`src/rtl/dma_chan_pkg.sv`:
```
package dma_chan_pkg;
  typedef enum logic [1:0] {
    MODE_BLOCK  = 2'b00,
    MODE_BURST  = 2'b01,
    MODE_DEMAND = 2'b10,
    MODE_RSVD   = 2'b11
  } mode_e;

  typedef enum logic [2:0] {
    ST_OFF,
    ST_WAIT,
    ST_BREQ,
    ST_RD,
    ST_WR
  } state_e;
endpackage

```
`src/rtl/dma_req_detect.sv`:
```
module dma_req_detect (
  input  logic clk_i,
  input  logic rst_ni,
  input  logic req_i,
  input  logic level_i,
  output logic trig_o
);
  logic req_q;

  always_ff @(posedge clk_i or negedge rst_ni) begin
    if (!rst_ni) req_q <= 1'b0;
    else         req_q <= req_i;
  end

  assign trig_o = level_i ? req_i : (req_i & ~req_q);
endmodule

```
`src/rtl/dma_xfer_cnt.sv`:
```
module dma_xfer_cnt #(
  parameter int BW = 4,
  parameter int CW = 16
) (
  input  logic          clk_i,
  input  logic          rst_ni,
  input  logic          load_i,
  input  logic [BW:0]   blk_i,
  input  logic [CW-1:0] cnt_i,
  input  logic          step_i,
  output logic          blk_end_o,
  output logic          last_o
);
  logic [BW:0]   blk_size_q, blk_left_q;
  logic [CW-1:0] blocks_q;

  always_ff @(posedge clk_i or negedge rst_ni) begin
    if (!rst_ni) begin
      blk_size_q <= '0;
      blk_left_q <= '0;
      blocks_q   <= '0;
    end else if (load_i) begin
      blk_size_q <= blk_i;
      blk_left_q <= blk_i;
      blocks_q   <= cnt_i;
    end else if (step_i) begin
      if (blk_end_o) begin
        blk_left_q <= blk_size_q;
        blocks_q   <= blocks_q - CW'(1);
      end else begin
        blk_left_q <= blk_left_q - (BW+1)'(1);
      end
    end
  end

  assign blk_end_o = (blk_left_q == (BW+1)'(1));
  assign last_o    = blk_end_o && (blocks_q == CW'(1));
endmodule

```
`src/rtl/dma_addr_gen.sv`:
```
module dma_addr_gen #(
  parameter int AW = 16
) (
  input  logic          clk_i,
  input  logic          rst_ni,
  input  logic          load_i,
  input  logic [AW-1:0] src_i,
  input  logic [AW-1:0] dst_i,
  input  logic          step_i,
  input  logic          flyby_i,
  output logic [AW-1:0] src_o,
  output logic [AW-1:0] dst_o
);
  always_ff @(posedge clk_i or negedge rst_ni) begin
    if (!rst_ni) begin
      src_o <= '0;
      dst_o <= '0;
    end else if (load_i) begin
      src_o <= src_i;
      dst_o <= dst_i;
    end else if (step_i) begin
      src_o <= src_o + AW'(1);
      if (!flyby_i) dst_o <= dst_o + AW'(1);
    end
  end
endmodule

```
`src/rtl/dma_chan_seq.sv`:
```
module dma_chan_seq
  import dma_chan_pkg::*;
#(
  parameter int AW = 16,
  parameter int DW = 16,
  parameter int BW = 4,
  parameter int CW = 16
) (
  input  logic          clk_i,
  input  logic          rst_ni,
  input  logic          start_i,
  input  logic [1:0]    cfg_mode_i,
  input  logic          cfg_flyby_i,
  input  logic [BW-1:0] cfg_blk_i,
  input  logic [CW-1:0] cfg_cnt_i,
  input  logic [AW-1:0] cfg_src_i,
  input  logic [AW-1:0] cfg_dst_i,
  input  logic          req_i,
  output logic          bus_req_o,
  input  logic          bus_gnt_i,
  output logic          mem_rd_o,
  output logic          mem_wr_o,
  output logic          mem_flyby_o,
  output logic [AW-1:0] mem_addr_o,
  input  logic [DW-1:0] mem_rdata_i,
  output logic [DW-1:0] mem_wdata_o,
  output logic          en_o,
  output logic          done_o
);
  state_e        state_q, state_d, after_unit;
  mode_e         mode_q;
  logic          fly_q, done_q;
  logic [DW-1:0] data_q;
  logic          load, step, trig, blk_end, last;
  logic          demand, stepwise;
  logic [BW:0]   eff_blk;
  logic [AW-1:0] src, dst;

  assign load     = (state_q == ST_OFF) && start_i && (cfg_cnt_i != '0);
  assign demand   = (mode_q == MODE_DEMAND);
  assign stepwise = (mode_q == MODE_BLOCK) || (mode_q == MODE_RSVD);
  assign step     = ((state_q == ST_RD) && fly_q) || (state_q == ST_WR);
  // demand mode forces a block of one
  assign eff_blk  = (mode_e'(cfg_mode_i) == MODE_DEMAND) ? (BW+1)'(1)
                                                         : {1'b0, cfg_blk_i} + (BW+1)'(1);

  dma_req_detect u_req (
    .clk_i   (clk_i),
    .rst_ni  (rst_ni),
    .req_i   (req_i),
    .level_i (demand),
    .trig_o  (trig)
  );

  dma_xfer_cnt #(.BW(BW), .CW(CW)) u_cnt (
    .clk_i     (clk_i),
    .rst_ni    (rst_ni),
    .load_i    (load),
    .blk_i     (eff_blk),
    .cnt_i     (cfg_cnt_i),
    .step_i    (step),
    .blk_end_o (blk_end),
    .last_o    (last)
  );

  dma_addr_gen #(.AW(AW)) u_addr (
    .clk_i   (clk_i),
    .rst_ni  (rst_ni),
    .load_i  (load),
    .src_i   (cfg_src_i),
    .dst_i   (cfg_dst_i),
    .step_i  (step),
    .flyby_i (fly_q),
    .src_o   (src),
    .dst_o   (dst)
  );

  always_comb begin
    if (last)                     after_unit = ST_OFF;
    else if (demand)              after_unit = req_i ? ST_RD : ST_WAIT;
    else if (stepwise && blk_end) after_unit = ST_WAIT;
    else                          after_unit = ST_RD;
  end

  always_comb begin
    state_d = state_q;
    unique case (state_q)
      ST_OFF:  if (load) state_d = ST_WAIT;
      ST_WAIT: if (trig) state_d = ST_BREQ;
      ST_BREQ: if (bus_gnt_i) state_d = ST_RD;
      ST_RD:   state_d = fly_q ? after_unit : ST_WR;
      ST_WR:   state_d = after_unit;
      default: state_d = ST_OFF;
    endcase
  end

  always_ff @(posedge clk_i or negedge rst_ni) begin
    if (!rst_ni) begin
      state_q <= ST_OFF;
      mode_q  <= MODE_BLOCK;
      fly_q   <= 1'b0;
      done_q  <= 1'b0;
      data_q  <= '0;
    end else begin
      state_q <= state_d;
      done_q  <= step && last;
      if (load) begin
        mode_q <= mode_e'(cfg_mode_i);
        fly_q  <= cfg_flyby_i;
      end
      if (state_q == ST_RD) data_q <= mem_rdata_i;
    end
  end

  assign bus_req_o   = (state_q == ST_BREQ) || (state_q == ST_RD) || (state_q == ST_WR);
  assign mem_rd_o    = (state_q == ST_RD);
  assign mem_wr_o    = (state_q == ST_WR);
  assign mem_flyby_o = (state_q == ST_RD) && fly_q;
  assign mem_addr_o  = (state_q == ST_WR) ? dst : src;
  assign mem_wdata_o = data_q;
  assign en_o        = (state_q != ST_OFF);
  assign done_o      = done_q;
endmodule

```
`config.mk`:
```
export PLATFORM = sky130hd
export DESIGN_NAME = dma_chan_seq
export DESIGN_NICKNAME = d
export VERILOG_FILES = /design/src/rtl/dma_chan_pkg.sv /design/src/rtl/dma_req_detect.sv /design/src/rtl/dma_xfer_cnt.sv /design/src/rtl/dma_addr_gen.sv /design/src/rtl/dma_chan_seq.sv
export SDC_FILE = /design/constraint.sdc
export NUM_CORES = 1
export LEC_CHECK = 0
export ABC_AREA = 1
export BUFFER_PORTS_ARGS = -buffer_cell sky130_fd_sc_hd__buf_2
export CAP_MARGIN = 20
export CORE_MARGIN = 3
export CORE_UTILIZATION = 50
export DETAILED_ROUTE_END_ITERATION = 12
export GPL_ROUTABILITY_DRIVEN = 0
export PLACE_DENSITY = 0.74
export REMOVE_ABC_BUFFERS = 1
export SYNTH_ARGS = -nofsm -noshare
export SYNTH_HDL_FRONTEND = slang
export SYNTH_HIERARCHICAL = 1
export SYNTH_SLANG_ARGS = --single-unit
```
`constraint.sdc`:
```
create_clock -name clk_i -period 4.28 [get_ports clk_i]
set_clock_uncertainty 0.05 [all_clocks]
set_input_delay 0.214 -clock clk_i [delete_from_list [all_inputs] [get_ports clk_i]]
set_output_delay 0.214 -clock clk_i [all_outputs]
set_load 0.02 [all_outputs]
```
**Yosys cells after proc, flatten, opt, wreduce, memory -nomap -nowiden**

Index checks and enable logic that the tools add are counted.

- Register bits after elaboration: 82
- Latch bits: 0
- Memory bits (writable): 0
- Memory bits (read-only): 0
- Input port bits: 76
- Output and inout bits: 38
- Word-level logic and storage cells: 73
- Memories: 0

- Add/subtract/negate cells: 5
- Multipliers: 0
- Div/mod/pow operators: 0
- $lt $le $gt $ge: 0
- Equal/unequal tests: 13
- Shifts and indexed selects: 0
- Muxes and demuxes: 23
- Bitwise logic cells: 2
- Reduce and logical (&&, ||, !) cells: 19

Operator list:

| operator | count |
|---|---|
| $mux 16 | 9 |
| $add 16x1->16 const B | 2 |
| $mux 5 | 4 |
| $eq 16x1->1 const B | 1 |
| $reduce_bool 16->1 | 1 |
| $sub 16x1->16 const B | 1 |
| $mux 3 | 5 |
| $pmux 3 s5 | 1 |
| $eq 2x2->1 const B | 3 |
| $eq 3x2->1 const B | 2 |
| $logic_and 1x1->1 | 6 |
| $mux 2 | 3 |
| $ne 2x2->1 const B | 3 |
| $add 4x1->5 const B | 1 |
| $eq 5x1->1 const B | 1 |
| $sub 5x1->5 const B | 1 |
| $logic_or 1x1->1 | 4 |
| $reduce_and 2->1 | 2 |
| $reduce_bool 2->1 | 2 |
| $eq 3x1->1 const B | 1 |
| $eq 3x3->1 const B | 1 |
| $logic_not 3->1 | 1 |
| $reduce_and 3->1 | 1 |
| $reduce_bool 3->1 | 1 |
| 5 further kinds | 5 |

**Depth between registers and ports, before layout**

Gate-level depths: netlist of the first run.

- Depth after elaboration: 8
- Gate-level depth with buffers: 13
- Gate-level depth less buffers: 13

**By module**

Netlist of the first run, hierarchy kept.

Modules (own cells, without submodules):

| module | times used | cells each | area each (um2) | seq. area each (um2) |
|---|---|---|---|---|
| dma_addr_gen | 1 | 290 | 2,018.2 | 800.8 |
| dma_xfer_cnt | 1 | 246 | 1,760.4 | 650.6 |
| dma_chan_seq | 1 | 210 | 1,380.1 | 575.6 |
| dma_req_detect | 1 | 4 | 41.3 | 25.0 |

**Worst setup path before layout of the first run**

No wires, ideal clock.

- Path kind: register to register
- From: register state_q[1]
- To: register u_addr.src_o[13]
- Library setup time: 127 ps
- Data arrival time: 1,731 ps
- Required time: 4,103 ps
- Setup slack: 2,372 ps
- Cell stages (with the launch flop): 11
- Buffers on the path: 2
- Period minus slack after synthesis: 1,908 ps
- Path through: dfrtp_1 -> nor2_2 -> nand2_1 -> nor2_1 -> nand2_2 -> inv_2 -> buf_2 -> nor2_2 -> buf_2 -> a22oi_1 -> o21ai_1

- Word-level cells in the longest chain between the ends: 4
- Elaborated cells between the ends (all ways): 9
- Classes of those cells: eq/ne: 2; mux: 1; reduce/logical: 6

RTL lines:

| what | line | text |
|---|---|---|
| from (decl) | dma_chan_seq.sv:30 | `state_e state_q, state_d, after_unit;` |
| from (signal assigned) | dma_chan_seq.sv:105 | `state_q <= state_d;` |
| $logic_not 3->1 * | dma_chan_seq.sv:39 | `assign load = (state_q == ST_OFF) && start_i && (cfg_cnt_i != '0);` |
| $logic_and 1x1->1 * (2 in series) | dma_chan_seq.sv:39 |  |
| net load | dma_chan_seq.sv:34 | `logic load, step, trig, blk_end, last;` |
| $mux 16 or $reduce_bool 2->1 (tied branches) | - |  |
| to (signal assigned) | dma_addr_gen.sv:19 | `src_o <= src_i;` |
| to (signal assigned) | dma_addr_gen.sv:22 | `src_o <= src_o + AW'(1);` |
| to (decl) | dma_addr_gen.sv:11 | `output logic [AW-1:0] src_o,` |

Mark *: on every way through the listed nets, which the timed path passes. The rest lies on a longest branch.
A chain may end at the register's enable or synchronous reset.

**Worst setup path in the final report of the first run**

- From: register state_q[1]
- To: register u_addr.src_o[7]

Same word-level chain as after synthesis.

==> results_dict.tcl, run 1 <==
set metrics [dict create \
    status "complete, no violations" \
    yosysUniqueCellTypes 40 \
    synth_xor_area_frac 0.0168 \
    r2r_start "state_q[1]$_DFFE_PN0P_" \
    crit_path_end_kind "register" \
    core_um2 9950 \
    postSynthAreaPerCell_um2 6.93 \
    muxShareOfSynthArea 0 \
    swShare 0.489 \
    num-fill-cells 915 \
    rsz0062_at_grt "false" \
    synth_top_cell_area_share 0.395 \
    antenna_found_initial 0 \
    layout-drive-gt1-share 0.209 \
    syn_inst 750 \
    reg2reg_depth 10 \
    worstSkewPairLatency_ns 0.36 \
    clk_pin_slew_ns 0.09 \
    synth_most_common_cell "nand2_1" \
    power_frac_seq 0.354 \
    wl_um 14000 \
    grt_pass1_vias 4920 \
    synth_fa_ha_area_frac 0.0192 \
    power_frac_comb 0.504 \
    grt_start_max_net_pins 83 \
    wl_per_cell_um 13.8 \
    postLayoutCoreUtil 0.630 \
    max_freq_ghz 0.380 \
    hold_buffers 19 \
    dp.cells 982 \
    relSlewSlack 0.531 \
    setup_viol 0 \
    drt-initial-drc-count 337 \
    insertedDiodeCount 0 \
    clockBufferDepth 2 \
    critPathMaxFanout 28 \
    power_per_cell_area_nw_per_um2 682 \
    switchingPower_mw 2.09 \
    critPathBufInv 3 \
    min_path_type "in2reg" \
    area_delta_synth_final_pct 20.6 \
    worst_pin_slew_ns 0.704 \
    synth_edf_count 0 \
    synth_simple_gate_area_frac 0.398 \
    synthTopCellsByArea "dfrtp_1, nand2_1, nand3_1" \
    p_leak_nw 3.32 \
    slowest_delay_ns 0.43 \
    synth_top_area_cell "dfrtp_1" \
    cp-start-kind "register" \
    finalHoldViolCount 0 \
    drv_cap 0 \
    ys_seq_elements 82 \
    fin_crit_ns 2.63 \
    die_w_um 108 \
    ant_nets 0 \
    grt_pass1_wl_um 23300 \
    hold_path_end "u_addr/dst_o[8]$_DFFE_PN0P_" \
    drv_slew 0 \
    die-area_um2 11700 \
    cts_root_buf "clkbuf_8" \
    finalCritPeriodShare 0.615 \
    post_cts_resized 0 \
    final_cells 1019 \
    finalSetupTns_ns 0 \
    die_h_um 108 \
    io_pins 114 \
    ys_async_sr_fraction 1.00 \
    reg2reg_to "u_addr/src_o[7]$_DFFE_PN0P_" \
    fin_hold_ws_ns 0.0226 \
    post_cts_buffers 0 \
    dp_hpwl_um 9960 \
    whs_path_depth 3 \
    arrival_ns 2.83 \
    dr.pass1.iters 7 \
    slowest_stage "dfrtp_1" \
    cts.sinks 82 \
    crit_chain "nor2_2 > nand2_1 > nor2_1 > nand2_2 > inv_2 > inv_1 > nand2_1 > clkinv_1 > o21ai_0 > o21ai_0" \
    power.internal_mw 2.19 \
    crit_family "buffers and inverters" \
    critical_path_class "reg2reg" \
    syn_area_um2 5200 \
    worstHoldStart "cfg_dst_i[8]" \
    yosysWarnings 6 \
    port_buffers 113 \
    overflow 0 \
    reg2reg_slack_ns 1.65 \
    synth_top_family_by_area "simple AND/OR/NAND/NOR gates" \
    cts_buffers 9 \
    synth_commonest_cells "nand2_1, dfrtp_1, nor2_1" \
    rows 36 \
    h-tree-depth 3 \
    peakVddDrop_mv 0.371 \
    dr_total_vias 5309 \
    ys_seq_area_frac 0.395 \
    initial_core_util 0.522 \
    fin_nets 965 \
    clkPwrFrac 0.142 \
    drc 0 \
    cp.required_ns 4.47 \
    grt.total_usage 0.250 \
    synth_compound_gate_area_share 0.0950 \
    synth_flop_cell "dfrtp_1" \
    vias_per_cell 5.21 \
    startpoint "state_q[1]$_DFFE_PN0P_" \
    cts_tree "yes" \
]
## cell type report
class	count	area, um^2	area share
inverter	77	293	0.0467
timing repair buffer	135	796	0.127
clock buffer	11	151	0.0241
sequential	82	2050	0.327
tap	133	166	0.0265
multi-input combinational	576	2750	0.439
clock inverter	5	61.3	0.00977
## worst max path at each step
stage,end,cells after the start
after floorplan,u_addr/src_o[9]$_DFFE_PN0P_,10
after detailed placement,u_addr/src_o[7]$_DFFE_PN0P_,10
after global placement,u_addr/dst_o[10]$_DFFE_PN0P_,13
after CTS,u_addr/src_o[7]$_DFFE_PN0P_,10
final,u_addr/src_o[7]$_DFFE_PN0P_,10
after global routing,u_addr/src_o[7]$_DFFE_PN0P_,10
## power by group through the flow
stage / clock network [mW] / logic [mW] / registers, mW
final: 0.609 / 2.15 / 1.51
after global placement: 0 / 2.06 / 1.51
after detailed placement: 0 / 2.12 / 1.52
after CTS: 0.627 / 2.14 / 1.51
after global routing: 0.654 / 2.43 / 1.58
after floorplan: 0 / 1.48 / 1.52
## registers in the layout, indices dropped and copies added, names as in the netlist
signal and cells:
mode_q 2, u_cnt/blocks_q 16, u_addr/src_o 16, state_q 3, u_cnt/blk_size_q 5, mem_wdata_o 16
u_addr/dst_o 16, fly_q 1, u_cnt/blk_left_q 5, done_o 1, u_req/req_q 1
## per-stage QoR
| stage | setup WS (ns) | cell area, um^2 | power (mW) |
|---|---|---|---|
| 4_1_cts | 1.68 | 6240 | 4.27 |
| 6_report | 1.65 | 6270 | 4.28 |
| 3_5_place_dp | 1.70 | 5840 | 3.64 |
| 2_1_floorplan | 1.80 | 5100 | 2.99 |
| 3_3_place_gp | 1.79 | 5840 | 3.57 |
| 5_1_grt | 1.37 | 6270 | 4.66 |
## kinds of logic (layout without fill, tap and decap cells)
kind of cell,Yosys count,count (layout)
flip-flops,82,82
AO/OA/AOI/OAI,75,75
adder cells (fa/ha/maj),8,8
XOR/XNOR,10,10
buffers and inverters,92,228
AND/OR/NAND/NOR,483,483
## tightest hold or removal path, cell delays in order
cell and delay [ns]:
buf_2 0.07, nand2_1 0.04, nand3_1 0.07
## placed cells by master, fill, tap and decap left out, types with 7 or more instances in the layout
cell           netlist  final
a22oi_1             10     10
buf_2               10    112
clkbuf_8             0     11
dfrtp_1             82     82
dlygate4sd3_1        0     20
ha_1                 8      8
inv_1               59     59
inv_2               15     15
nand2_1            300    300
nand2_2              7      7
nand3_1             69     69
nand4_1             10     10
nor2_1              74     74
o211ai_1             9      9
o21ai_0             19     19
o21ai_1             11     11
xor2_1               7      7
## layer usage
| metal | track usage | vias to the layer above | share of wire |
|---|---|---|---|
| met4 | 0.103 | 0 | 0.025 |
| met3 | 0.0490 | 24 | 0.080 |
| met2 | 0.381 | 201 | 0.45 |
| met1 | 0.349 | 2440 | 0.44 |
| li1 | - | 2644 | - |
| met5 | 0 | - | 0 |
Note: power is estimated with default switching activity, not from simulation.
==> inputs of run 2 (changes only) <==
--- a/config.mk
+++ b/config.mk
@@ -5,14 +5,14 @@
 export SDC_FILE = /design/constraint.sdc
 export NUM_CORES = 1
 export LEC_CHECK = 0
-export ABC_AREA = 1
+export ABC_AREA = 0
 export BUFFER_PORTS_ARGS = -buffer_cell sky130_fd_sc_hd__buf_2
 export CAP_MARGIN = 20
 export CORE_MARGIN = 3
-export CORE_UTILIZATION = 50
+export CORE_UTILIZATION = 49
 export DETAILED_ROUTE_END_ITERATION = 12
 export GPL_ROUTABILITY_DRIVEN = 0
-export PLACE_DENSITY = 0.74
+export PLACE_DENSITY = 0.77
 export REMOVE_ABC_BUFFERS = 1
 export SYNTH_ARGS = -nofsm -noshare
 export SYNTH_HDL_FRONTEND = slang
==> constraint.sdc (replaced) <==
create_clock -name clk_i -period 2.4 [get_ports clk_i]
set_clock_uncertainty 0.05 [all_clocks]
set_input_delay 0.12 -clock clk_i [delete_from_list [all_inputs] [get_ports clk_i]]
set_output_delay 0.12 -clock clk_i [all_outputs]
set_load 0.02 [all_outputs]
==> run 2 against run 1 <==
- non-clock buffer count rose by 69
- synthesized cell count down 34%
- highest routed layer unchanged
- critical path depth fell by 3
- largest cell class unchanged
- routed wire length shrank 8.0%
- critical endpoint is now state_q[0]$_DFFE_PN0P_
- combinational power is 62% higher
- area after synthesis decreased by 6.7%
==> results_dict.tcl, run 2 <==
set metrics [dict create \
    fin_crit_ns 2.31 \
    layout-drive-gt1-share 0.305 \
    fin_area_um2 6540 \
    finalCritPeriodShare 0.962 \
    cp-start-kind "register" \
    slowest_stage "or4_4" \
    post-place-ws_ns 0.0668 \
    dr.pass1.iters 5 \
    synth_edf_count 0 \
    cts_root_buf "clkbuf_8" \
    p_total_mw 7.26 \
    cts_buffers 9 \
    clk_pin_slew_ns 0.07 \
    seq_area_um2 2050 \
    dp.cells 730 \
    peakVddDrop_mv 0.531 \
    worstSkewPairLatency_ns 0.35 \
    cp.required_ns 2.56 \
    synth_simple_gate_area_frac 0.229 \
    wl_um 12900 \
    grt.total_usage 0.232 \
    critPathMaxFanout 5 \
    final_cells 818 \
    yosysUniqueCellTypes 59 \
    setup_viol 0 \
    drc 0 \
    worst_pin_slew_ns 0.630 \
    cts_tree "yes" \
    relSlewSlack 0.577 \
    insertedDiodeCount 0 \
    ys_seq_area_frac 0.423 \
    die_w_um 106 \
    p_leak_nw 2.90 \
    synthTopCellsByArea "dfrtp_1, mux2_2, mux2_4" \
    synth_top_family_by_area "simple AND/OR/NAND/NOR gates" \
    finalHoldViolCount 0 \
    ant_nets 0 \
    die-area_um2 11100 \
    clockBufferDepth 2 \
    synth_compound_gate_area_share 0.106 \
    min_path_type "in2reg" \
    synth_xor_area_frac 0.0614 \
    fin_hold_ws_ns 0.0268 \
    use_met1 0.313 \
    num-fill-cells 711 \
    slowest_delay_ns 0.57 \
    synth_top_cell_area_share 0.423 \
    muxShareOfSynthArea 0.113 \
    crit_chain "or4_4 > nor4b_4 > and4b_2 > and4bb_2 > a21oi_1 > nand2b_1 > o21ai_0" \
    drv_cap 0 \
    postSynthAreaPerCell_um2 9.78 \
    h-tree-depth 3 \
    fin_nets 770 \
    crit_family "simple AND/OR/NAND/NOR gates" \
    grt_start_max_net_pins 83 \
    reg2reg_slack_ns 0.09 \
    port_buffers 113 \
    initial_core_util 0.515 \
    wl_per_cell_um 15.8 \
    drv_slew 0 \
    fin_ws_ns 0.0913 \
    max_freq_ghz 0.433 \
    critical_path_class "reg2reg" \
    overflow 0 \
    cts.sinks 82 \
    synth_fa_ha_area_frac 0.0206 \
    vias_per_cell 5.57 \
    synth_commonest_cells "dfrtp_1, nand2_1, o21ai_0" \
    synth_top_area_cell "dfrtp_1" \
    place_area_um2 5570 \
    dp_hpwl_um 8590 \
    yosysWarnings 6 \
    grt.met3_usage 0.0343 \
    dr_total_vias 4557 \
    final_cell_mix "buf_2, dfrtp_1, dlygate4sd3_1" \
    syn_inst 496 \
    arrival_ns 2.47 \
    grt_pass1_vias 4387 \
    postLayoutCoreUtil 0.694 \
    grt_busiest_layer "met2" \
    multi_input_area_um2 2600 \
    ys_async_sr_fraction 1.00 \
    gr-usage-met2 0.379 \
    status "complete, no violations" \
    crit_path_end_kind "register" \
    synth_flop_cell "dfrtp_1" \
    critPathBufInv 0 \
    antenna_found_initial 0 \
    ys_seq_elements 82 \
    syn_area_um2 4850 \
    die_h_um 106 \
    layout_commonest_cell "buf_2" \
    area_delta_synth_final_pct 34.7 \
    power_per_cell_area_nw_per_um2 1110 \
    core_um2 9420 \
    grt_pass1_wl_um 21100 \
    drt-initial-drc-count 406 \
    rows 35 \
    io_pins 114 \
    finalSetupTns_ns 0 \
    synth_most_common_cell "dfrtp_1" \
]
run 2: cell count changes after synthesis, sizes merged, moves of 9 or more:
cell,change
nand2,-252
nor2,-62
inv,-56
nand3,-52
mux2,+40
nor4,+13
xnor2,+12
xor2,+12
nor3,+11
clkbuf,+10
o211ai,-10
o21ai,+10
nor2b,+9
run 2: area by class of cell:
| cell class | count | area share |
|---|---|---|
| clock buffers | 12 | 0.0237 |
| clock inverters | 2 | 0.00574 |
| inverters | 20 | 0.0115 |
| multi-input cells | 369 | 0.398 |
| flip-flops and latches | 82 | 0.314 |
| well taps | 129 | 0.0247 |
| repair buffers | 204 | 0.222 |
run 2: timing repair:
item,in CTS,in global routing
resized for setup,0,9
setup buffers,0,5
hold buffers,68,0
endpoints found under the setup margin,0,11
hold endpoints to repair,149,0
run 2: worst register-to-register path, delay by kind of cell, from the launching register on:
| family | cells | cell delay, ns |
|---|---|---|
| flops | 1 | 0.41 |
| simple gates | 5 | 1.52 |
| compound gates | 2 | 0.19 |
run 2: logic make-up after synthesis:
kind of cell    Yosys count
compound gates           84
xor+xnor                 34
fa+ha+maj                 8
buf+inv                  45
flops                    82
mux                      44
simple gates            199
run 2: where the power goes:
group	leakage, nW	switching (mW)	internal [mW]
sequential	0.990	0.749	2.03
combinational	1.81	1.84	1.64
clock	0.0946	0.467	0.527
run 2: per-layer routing:
metal / part of all wire / routed length (um)
met5: 0 / 0
met4: 0.027 / 346
met3: 0.068 / 873
met2: 0.48 / 6190
met1: 0.43 / 5490
run 2: worst paths after layout:
| check | from | end | cells past startpoint |
|---|---|---|---|
| max | u_cnt/blocks_q[6]$_DFFE_PN0P_ | state_q[0]$_DFFE_PN0P_ | 7 |
| min | cfg_cnt_i[11] | u_cnt/blocks_q[11]$_DFFE_PN0P_ | 3 |
| max reg2reg | u_cnt/blocks_q[6]$_DFFE_PN0P_ | state_q[0]$_DFFE_PN0P_ | 7 |
| min reg2reg | mem_wdata_o[5]$_DFFE_PN0P_ | mem_wdata_o[5]$_DFFE_PN0P_ | 1 |
| max in group asynchronous | rst_ni | u_cnt/blocks_q[6]$_DFFE_PN0P_ | 3 |
| min in group asynchronous | rst_ni | u_cnt/blocks_q[2]$_DFFE_PN0P_ | 2 |
==> inputs of run 3 (changes only) <==
==> constraint.sdc (replaced) <==
create_clock -name clk_i -period 2.4 [get_ports clk_i]
set_clock_uncertainty 0.05 [all_clocks]
set_input_delay 0.24 -clock clk_i [delete_from_list [all_inputs] [get_ports clk_i]]
set_output_delay 0.24 -clock clk_i [all_outputs]
set_load 0.02 [all_outputs]
==> run 3 against run 2 <==
- critical path depth shrank 2
- via count decreased by 5.6%
- die area stayed put
- fmax up 0.40%
- sequential power is essentially flat
- sequential share of layout area is 3.3 points higher
- first-iteration DRC count shrank 46%
- worst setup slack gained 0.0093 ns
- global-route usage decreased by 1.4 points
- combinational power is 1% lower
- core utilization fell by 6.6 points
- largest cell class unchanged
==> results_dict.tcl, run 3 (synthesis results as in run 2) <==
set metrics [dict create \
    dp.cells 734 \
    cts.sinks 82 \
    num-fill-cells 814 \
    layout-drive-gt1-share 0.336 \
    h-tree-depth 3 \
    fin_hold_ws_ns 0.0466 \
    final_cells 757 \
    grt_pass1_vias 4086 \
    wl_per_cell_um 16.2 \
    final_cell_mix "buf_2, dfrtp_1, nand2_1" \
    vias_per_cell 5.68 \
    clkPwrFrac 0.140 \
    relSlewSlack 0.610 \
    antenna_found_initial 0 \
    max_freq_ghz 0.435 \
    arrival_ns 2.01 \
    fin_area_um2 5910 \
    grt_start_max_net_pins 45 \
    swShare 0.425 \
    clockBufferDepth 2 \
    drt-initial-drc-count 220 \
    wl_um 12300 \
    drv_slew 0 \
    fin_crit_ns 2.30 \
    cts_buffers 9 \
    insertedDiodeCount 0 \
    post-place-ws_ns 0.0695 \
    initial_core_util 0.515 \
    status "complete, no violations" \
    cts_tree "yes" \
    worst_pin_slew_ns 0.581 \
    grt.total_usage 0.218 \
    power_frac_seq 0.385 \
    fin_ws_ns 0.101 \
    dp_hpwl_um 9030 \
    port_buffers 113 \
    die-area_um2 11100 \
    dr.pass1.iters 5 \
    overflow 0 \
    layout_commonest_cell "buf_2" \
    drc 0 \
    rows 35 \
    crit_path_end_kind "output port" \
    die_h_um 106 \
    power.internal_mw 4.16 \
    p_leak_nw 2.65 \
    core_um2 9420 \
    critPathMaxFanout 18 \
    finalCritPeriodShare 0.958 \
    peakVddDrop_mv 0.460 \
    place_area_um2 5640 \
    power_per_cell_area_nw_per_um2 1220 \
    postLayoutCoreUtil 0.628 \
    critical_path_class "reg2out" \
    cp-start-kind "register" \
    die_w_um 106 \
    switchingPower_mw 3.07 \
    min_path_type "in2reg" \
    dr_total_vias 4301 \
    cp.required_ns 2.11 \
    worstSkewPairLatency_ns 0.36 \
    drv_cap 0 \
    area_delta_synth_final_pct 21.9 \
    finalHoldViolCount 0 \
    power_frac_comb 0.475 \
    cts_root_buf "clkbuf_8" \
    fin_nets 707 \
    io_pins 114 \
    reg2reg_slack_ns 0.14 \
    ant_nets 0 \
    reg2reg_depth 8 \
    clk_pin_slew_ns 0.08 \
    whs_path_depth 3 \
    setup_viol 0 \
    grt_pass1_wl_um 20000 \
]
[run 3: cell count changes in the layout (fill, tap and decap cells not counted), sizes merged]
cell	previous run	this run
buf	136	139
dlygate4sd3	68	2
clkinv	1	3
[run 3: power groups by stage]
stage	Sequential (mW)	Combinational, mW	Clock (mW)
final	2.78	3.43	1.01
after global routing	2.89	3.74	1.09
after CTS	2.77	3.35	1.03
after detailed placement	2.79	3.33	0
after global placement	2.73	3.24	0
after floorplan	2.80	2.11	0
[run 3: final timing paths]
check                                                start                              to
worst min register to register  mem_wdata_o[5]$_DFFE_PN0P_      mem_wdata_o[5]$_DFFE_PN0P_
worst max register to register      state_q[2]$_DFFE_PN0P_  u_cnt/blocks_q[11]$_DFFE_PN0P_
worst max-delay path                state_q[2]$_DFFE_PN0P_                   mem_addr_o[3]
max in group asynchronous                           rst_ni     u_addr/dst_o[8]$_DFFE_PN0P_
min in group asynchronous                           rst_ni   u_cnt/blocks_q[5]$_DFFE_PN0P_
worst min-delay path                          cfg_src_i[9]     u_addr/src_o[9]$_DFFE_PN0P_
[run 3: through the flow]
stage                     setup TNS, ns  total power [mW]
after global placement                0              5.98
after CTS                             0              7.15
after global routing            -0.0418              7.72
after floorplan                  -48.04              4.91
final                                 0              7.23
after detailed placement              0              6.12
[run 3: cell type report]
class | instances | area (um^2) | share of cell area
clock buffers | 12 | 145 | 0.0245
repair buffers | 141 | 833 | 0.141
multi-input cells | 369 | 2600 | 0.439
well taps | 129 | 161 | 0.0273
inverters | 20 | 75.1 | 0.0127
clock inverters | 4 | 51.3 | 0.00867
flip-flops and latches | 82 | 2050 | 0.347
[run 3: metal layers]
layer | vias to the layer above | global-route usage | share of wire
li1 | 2037 | - | -
met1 | 2062 | 0.307 | 0.44
met2 | 176 | 0.344 | 0.47
met3 | 26 | 0.0349 | 0.066
met4 | 0 | 0.0703 | 0.022
met5 | - | 0 | 0
[run 3: what timing repair did]
action / in CTS / in global routing
endpoints found under the setup margin: 0 / 20
gates resized for setup: 0 / 6
hold buffers: 2 / 0
endpoints found under the hold margin: 39 / 0
setup buffers: 0 / 5
[run 3: critical path: stages, from the launching register on]
cell and delay (ns):
dfrtp_1 0.37, buf_4 0.19, nor3b_2 0.21, buf_4 0.32, mux2_2 0.40, buf_2 0.16
